$ cat config.mk
export PLATFORM = sky130hd
export DESIGN_NAME = chainCtlSlave
export DESIGN_NICKNAME = d
export VERILOG_FILES = /design/src/rtl/chainCtlPkg.sv /design/src/rtl/chainCtlDatapath.sv /design/src/rtl/chainCtlControl.sv /design/src/rtl/chainCtlSlave.sv
export SDC_FILE = /design/constraint.sdc
export NUM_CORES = 1
export LEC_CHECK = 0
export ABC_AREA = 1
export BUFFER_PORTS_ARGS = -buffer_cell sky130_fd_sc_hd__buf_2
export CAP_MARGIN = 5
export CORE_MARGIN = 2
export CORE_UTILIZATION = 55
export DETAILED_ROUTE_END_ITERATION = 7
export PLACE_DENSITY = 0.74
export SETUP_SLACK_MARGIN = 0.1
export SLEW_MARGIN = 20
export SYNTH_ARGS = -nofsm -noshare
export SYNTH_HDL_FRONTEND = slang
export SYNTH_SLANG_ARGS = --single-unit
export TNS_END_PERCENT = 100
$ cat constraint.sdc
create_clock -name clk -period 5.08 [get_ports clk]
set_input_delay 0.508 -clock clk [delete_from_list [all_inputs] [get_ports clk]]
set_output_delay 0.508 -clock clk [all_outputs]
set_load 0.005 [all_outputs]
$ cat src/rtl/chainCtlPkg.sv
package chainCtlPkg;
  localparam int DLY_W   = 8;
  localparam int ATT_W   = 6;
  localparam int CRC_W   = 8;
  localparam logic [CRC_W-1:0] CRC_POLY = 8'h07;
  localparam int PAY_W   = DLY_W + ATT_W;
  localparam int FRAME_W = PAY_W + CRC_W;
  localparam int CNT_W   = $clog2(FRAME_W);
  // delay code: low bits binary, top bit duplicates the heaviest low bit
  localparam int LOW_W   = DLY_W - 1;
  localparam int LOW_MAX = (1 << LOW_W) - 1;
  localparam int HEAVY   = 1 << (LOW_W - 1);
  localparam int TOP_MAX = LOW_MAX + HEAVY;

  typedef struct packed {
    logic shift;
    logic load;
  } ctlStrobes_t;

  function automatic logic [CRC_W-1:0] crcCalc(input logic [PAY_W-1:0] pay);
    logic [CRC_W-1:0] acc;
    logic fb;
    acc = '0;
    for (int i = PAY_W - 1; i >= 0; i--) begin
      fb  = acc[CRC_W-1] ^ pay[i];
      acc = {acc[CRC_W-2:0], 1'b0} ^ (fb ? CRC_POLY : '0);
    end
    return acc;
  endfunction

  function automatic logic [DLY_W-1:0] dlyEncode(input logic [DLY_W-1:0] steps);
    if (steps > DLY_W'(TOP_MAX))
      return '1;
    else if (steps > DLY_W'(LOW_MAX))
      return {1'b1, LOW_W'(steps - DLY_W'(HEAVY))};
    else
      return {1'b0, steps[LOW_W-1:0]};
  endfunction
endpackage

$ cat src/rtl/chainCtlDatapath.sv
module chainCtlDatapath
  import chainCtlPkg::*;
(
  input  logic              clk,
  input  logic              rstN,
  input  logic              serIn,
  input  ctlStrobes_t       strb,
  output logic              crcOk,
  output logic              serOut,
  output logic [DLY_W-1:0]  delayCode,
  output logic [ATT_W-1:0]  attenCode
);
  logic [FRAME_W-1:0] shiftReg;
  logic [PAY_W-1:0]   payload;
  logic [CRC_W-1:0]   rxCrc;

  assign payload = shiftReg[FRAME_W-1:CRC_W];
  assign rxCrc   = shiftReg[CRC_W-1:0];
  assign crcOk   = (crcCalc(payload) == rxCrc);

  always_ff @(posedge clk or negedge rstN) begin
    if (!rstN) shiftReg <= '0;
    else if (strb.shift) shiftReg <= {shiftReg[FRAME_W-2:0], serIn};
  end

  always_ff @(posedge clk or negedge rstN) begin
    if (!rstN) begin
      delayCode <= '0;
      attenCode <= '0;
    end else if (strb.load) begin
      delayCode <= dlyEncode(payload[PAY_W-1:ATT_W]);
      attenCode <= payload[ATT_W-1:0];
    end
  end

  // falling-edge launch gives the next module a half cycle of hold
  always_ff @(negedge clk or negedge rstN) begin
    if (!rstN) serOut <= 1'b0;
    else serOut <= shiftReg[FRAME_W-1];
  end

  AST_LOAD_NEEDS_CRC: assert property (@(posedge clk) disable iff (!rstN)
    strb.load |-> crcOk);
  AST_HOLD_WITHOUT_LOAD: assert property (@(posedge clk) disable iff (!rstN)
    !strb.load |=> ($stable(delayCode) && $stable(attenCode)));
  AST_SECOND_HEAVY_BIT: assert property (@(posedge clk) disable iff (!rstN)
    delayCode[DLY_W-1] |-> delayCode[DLY_W-2]);
endmodule

$ cat src/rtl/chainCtlControl.sv
module chainCtlControl
  import chainCtlPkg::*;
(
  input  logic        clk,
  input  logic        rstN,
  input  logic        shiftEn,
  input  logic        latchStrobe,
  input  logic        crcOk,
  output ctlStrobes_t strb,
  output logic        errFlag
);
  logic [CNT_W-1:0] bitCnt;
  logic             haveFrame;
  logic             frameAligned;

  assign frameAligned = (bitCnt == '0) && haveFrame;
  assign strb.shift   = shiftEn && !latchStrobe;
  assign strb.load    = latchStrobe && crcOk && frameAligned;

  always_ff @(posedge clk or negedge rstN) begin
    if (!rstN) begin
      bitCnt    <= '0;
      haveFrame <= 1'b0;
      errFlag   <= 1'b0;
    end else if (latchStrobe) begin
      bitCnt    <= '0;
      haveFrame <= 1'b0;
      if (!(crcOk && frameAligned)) errFlag <= 1'b1;
    end else if (shiftEn) begin
      if (bitCnt == CNT_W'(FRAME_W - 1)) begin
        bitCnt    <= '0;
        haveFrame <= 1'b1;
      end else begin
        bitCnt <= bitCnt + 1'b1;
      end
    end
  end

  AST_CNT_BOUND: assert property (@(posedge clk) disable iff (!rstN)
    bitCnt < CNT_W'(FRAME_W));
  AST_ERR_STICKY: assert property (@(posedge clk) disable iff (!rstN)
    errFlag |=> errFlag);
  AST_REFUSED_FLAGS: assert property (@(posedge clk) disable iff (!rstN)
    (latchStrobe && !strb.load) |=> errFlag);
  AST_STROBE_RESTARTS: assert property (@(posedge clk) disable iff (!rstN)
    latchStrobe |=> (bitCnt == '0 && !haveFrame));
endmodule

$ cat src/rtl/chainCtlSlave.sv
module chainCtlSlave
  import chainCtlPkg::*;
(
  input  logic             clk,
  input  logic             rstN,
  input  logic             serIn,
  input  logic             shiftEn,
  input  logic             latchStrobe,
  output logic             serOut,
  output logic [DLY_W-1:0] delayCode,
  output logic [ATT_W-1:0] attenCode,
  output logic             errFlag
);
  ctlStrobes_t strb;
  logic        crcOk;

  chainCtlControl i_control (
    .clk(clk), .rstN(rstN), .shiftEn(shiftEn), .latchStrobe(latchStrobe),
    .crcOk(crcOk), .strb(strb), .errFlag(errFlag)
  );

  chainCtlDatapath i_datapath (
    .clk(clk), .rstN(rstN), .serIn(serIn), .strb(strb), .crcOk(crcOk),
    .serOut(serOut), .delayCode(delayCode), .attenCode(attenCode)
  );
endmodule

Yosys cells after proc, flatten, opt, wreduce, memory -nomap -nowiden
Cells that the tools add are included.
{ "word_totals": {"ff_bits": 44, "in_bits": 5, "out_inout_bits": 16, "wordCells": 73} }
{ "op_classes": {"addsub": 2, "order_cmp": 2, "n_eq_ne": 2, "mux": 22, "n_bitwise": 27, "n_reduce_logical": 11} }
{ "op_table": {"columns": ["cell", "count"], "rows": [
  ["8-bit XOR", 13],
  ["3-bit two-way mux", 14],
  ["8-bit two-way mux", 2],
  ["5-bit two-way mux", 3],
  ["1-bit XOR", 12],
  ["8-bit equality test", 1],
  ["8-bit by 7-bit > comparator with 1-bit output (second input constant)", 1],
  ["8-bit > comparator (second input constant)", 1],
  ["7-bit subtractor (second input constant)", 1],
  ["5-bit by 1-bit adder with 5-bit output (second input constant)", 1],
  ["5-bit equality test (second input constant)", 1],
  ["1-bit logical AND", 5],
  ["5-bit logical NOT", 1],
  ["2-bit AND reduction", 2],
  ["2-bit nonzero test", 2],
  ["1-bit two-way mux", 3],
  ["1-bit logical NOT", 1],
  ["1-bit NOT", 1],
  ["1-bit XOR (first input constant)", 1]
]} }

Logic depth before layout (Yosys ltp)
{ "depth": {"ltp_word": 43, "depth_mapped": 19, "depth_no_buf": 18} }

Cells and area by module
Synthesis repeated with hierarchy kept, for this count alone.
{ "hier_totals": {"hier_cells": 333, "area_unflattened_um2": 2416.1} }
{ "by_module_without_submodules": {"columns": ["module", "n_inst", "cells_each", "area_per_inst_um2", "seq_area_each_um2"], "rows": [
  ["chainCtlDatapath", 1, 275, 1985.7, 925.9],
  ["chainCtlControl", 1, 58, 430.4, 175.2]
]} }

==> out/results.ini <==
[routing]
antenna_violating_nets_post_route = 0
wirelength_um = 4920
num_vias = 2105
drt_first_iter_violations = 145
post-route-drc-count = 0
first_pass_iteration_count_of_the_detailed_router = 4
route.detailed.vias_per_inst = 5.00
wire_per_inst_um = 11.7

[global_routing]
number_of_global_route_vias_before_repair = 1925
gr-usage-all-layers_pct = 21.3
grt_first_pass_wirelength_um = 8760
grt_max_degree = 47
globalRouteOverflowTotal = 0
grt_antenna_before_repair = 0

[synthesis]
postSynthNetCount = 356
synthDistinctLibCells = 29
yosysWarnings = 0
synth.cell_area_um2 = 2610
ys_ff_latch = 44
mean_cell_area_of_the_mapped_netlist_um2 = 7.56
post_synth_inst_count = 345
ys_seq_area_share_pct = 42.2

[power]
vdd_ir_drop_max_v = 0.000236
p_int_mw = 0.622
pwr-share-clk_pct = 20.2
power.switching_mw = 0.465
part_of_the_power_in_registers_pct = 39.6
leakagePower_nw = 1.47
power_per_cell_area_nw_per_um2 = 385
combinational_cell_fraction_of_total_power_pct = 40.2
sw_frac_of_total_pct = 42.8

[critical_path]
timing.critical_path.to_type = primary output
cp.arrival_ns = 3.32
timing.setup.critical_path_class = flop to primary output
critPathRequiredTime_ns = 4.57
setup.worst_path.start_class = flop
critical_path.startpoint = i_datapath.serOut$_DFF_NN0_
rr_startpoint = i_datapath.shiftReg[21]$_DFFE_PN0P_
crit_buf_inv = 1
critical_path.max_stage_delay_ns = 0.38
slowest_library_cell_on_the_worst_path = sky130_fd_sc_hd__dfrtn_1
path_cells = buf_2
critical_path.max_fanout = 1
cp_top_family = flip-flops

[clock_network]
ctsHoldBuffers = 0
cts.reportedPaths.clkPinSlew_ns = 0.08
cts_inserted_buffers = 5
root_buffer = sky130_fd_sc_hd__clkbuf_8
insertion_delay_ns = 0.30
tritoncts = built
post_cts.repair.setup_buffers = 0
h-tree-depth = 2
cts.repair.resized = 0
tritoncts_num_sinks = 44
cts.path.max_buffers = 2

[timing]
final_critical_path_setup_slack_ns = 1.26
final_skew_ns = 0.0100
grt_setup_unrepaired = false
worst-slew-pin-transition_ns = 0.533
setup_viol_count_final = 0
final.setup.tns_ns = 0
timing_hold_violations_final = 0
final_max_slew_viol_count = 0
slew_headroom_pct = 64.5

[floorplanning]
fp.coreArea_um2 = 4660
die_width_um = 72.9
start_util_pct = 55.9
design.portCount = 21
die_h_um = 72.9
number_of_cell_rows = 25
full_die_area_um2 = 5310

[status]
status = finished clean

[cells_and_area]
nNetsFinal = 377
antenna-diode-count = 0
drive_gt1_share_pct = 23.2
area_growth_syn_to_layout_pct = 8.35
final.fill_count = 434
post_layout_util_pct = 60.6

[flow_run]
max_cap_viol_count = 0

[placed_design]
place.detailed.hpwl_um = 3650
place.port_buffers = 20
pre_cts_ws_ns = 1.58
gpl_congestion = 0.847

[hold_path]
timing.hold.worst.class = input pin to async pin

-- power groups by stage --
stage | sequential [mW] | clock, mW | combinational, mW
6_report | 0.430 | 0.219 | 0.437
5_1_grt | 0.437 | 0.238 | 0.505
4_1_cts | 0.429 | 0.226 | 0.439
3_5_place_dp | 0.436 | 0 | 0.437
3_3_place_gp | 0.435 | 0 | 0.423
2_1_floorplan | 0.423 | 0 | 0.362
-- per-layer routing --
| layer | share of wire, % | global-route usage, % | routed length [µm] | up-vias |
|---|---|---|---|---|
| li1 | - | - | - | 1109 |
| met1 | 48 | 28.5 | 2380 | 954 |
| met2 | 47 | 34.5 | 2290 | 35 |
| met3 | 3.7 | 4.42 | 180 | 7 |
| met4 | 1.3 | 7.00 | 65 | 0 |
| met5 | 0 | 0 | 0 | - |
-- cells in the final DEF, fill, tap and decap left out, types with 6 or more instances in the layout --
master                    count
sky130_fd_sc_hd__buf_2       20
sky130_fd_sc_hd__ha_1         6
sky130_fd_sc_hd__nor2_1      14
sky130_fd_sc_hd__nand3_1     13
sky130_fd_sc_hd__o21ai_2      7
sky130_fd_sc_hd__dfrtp_1     43
sky130_fd_sc_hd__o21ai_0     24
sky130_fd_sc_hd__nand2_1    116
sky130_fd_sc_hd__inv_1       42
sky130_fd_sc_hd__nand2_2     24
sky130_fd_sc_hd__inv_2       13
sky130_fd_sc_hd__nand4_1     10
-- through the flow --
stage	power, mW	hold slack (ns)	area (µm²)	instances
after floorplan	0.785	0.212	2610	345
final	1.09	0.293	2830	421
after detailed placement	0.872	0.440	2740	413
after CTS	1.09	0.326	2830	421
after global routing	1.18	0.349	2830	421
after global placement	0.858	0.438	2740	413
-- registers in the layout, indices dropped and copies added, names as in the netlist --
signal and flops:
i_control.bitCnt 5, i_datapath.serOut 1, i_datapath.shiftReg 22, i_datapath.attenCode 6
i_control.errFlag 1, i_datapath.delayCode 8, i_control.haveFrame 1
-- final timing paths --
kind,slack [ns],to,depth (start not counted)
setup / recovery,1.26,serOut,1
hold / removal,0.29,i_control.bitCnt[4]$_DFFE_PN0P_,2
setup reg to reg,1.90,i_datapath.serOut$_DFF_NN0_,0
hold reg to reg,0.46,i_control.errFlag$_DFFE_PN0P_,1
max in group asynchronous,2.55,i_datapath.serOut$_DFF_NN0_,1
min in group clk,0.41,i_datapath.shiftReg[0]$_DFFE_PN0P_,3
-- cells by family (layout without fill, tap and decap cells) --
family	count (synthesis)	after routing	share of synthesized area, %
simple gates	189	189	34.3
buf+inv	63	85	9.93
flops	44	44	42.2
compound gates	37	37	8.64
fa+ha+maj	6	6	2.88
xor+xnor	6	6	2.02
-- synthesized netlist by cell type --
master | count | area, µm²
sky130_fd_sc_hd__nand3_2 | 2 | 20.0
sky130_fd_sc_hd__a21o_1 | 1 | 7.51
sky130_fd_sc_hd__o21ai_0 | 24 | 120
sky130_fd_sc_hd__o22ai_1 | 2 | 12.5
sky130_fd_sc_hd__dfrtp_1 | 43 | 1080
sky130_fd_sc_hd__dfrtn_1 | 1 | 25.0
sky130_fd_sc_hd__nor2_1 | 15 | 56.3
sky130_fd_sc_hd__o21ai_2 | 7 | 61.3
sky130_fd_sc_hd__inv_1 | 42 | 158
sky130_fd_sc_hd__buf_6 | 3 | 33.8
sky130_fd_sc_hd__clkbuf_1 | 5 | 18.8
sky130_fd_sc_hd__nor3_4 | 1 | 16.3
sky130_fd_sc_hd__nand3b_1 | 2 | 15.0
sky130_fd_sc_hd__nor2_4 | 1 | 11.3
sky130_fd_sc_hd__a21oi_1 | 1 | 5.00
sky130_fd_sc_hd__nor2_2 | 2 | 12.5
sky130_fd_sc_hd__inv_2 | 13 | 48.8
sky130_fd_sc_hd__xnor2_1 | 3 | 26.3
sky130_fd_sc_hd__nand2_4 | 1 | 11.3
sky130_fd_sc_hd__nand4_1 | 10 | 62.6
sky130_fd_sc_hd__o21ba_2 | 1 | 10.0
sky130_fd_sc_hd__nand3_1 | 13 | 65.1
sky130_fd_sc_hd__nand4_4 | 1 | 21.3
sky130_fd_sc_hd__nand2_1 | 116 | 435
sky130_fd_sc_hd__a21oi_2 | 1 | 8.76
sky130_fd_sc_hd__nand2_2 | 24 | 150
sky130_fd_sc_hd__ha_1 | 6 | 75.1
sky130_fd_sc_hd__xor2_1 | 3 | 26.3
sky130_fd_sc_hd__nand3_4 | 1 | 17.5
-- final cells by class --
cell class	instances	area (µm²)	area share [%]
clock buffer	6	72.6	2.57
clock inverter	2	12.5	0.443
inverter	55	206	7.31
multi-input combinational	238	1250	44.2
sequential	44	1100	39.0
tap	54	67.6	2.39
timing repair buffer	22	115	4.07
Power figures use the tool's default switching activity.
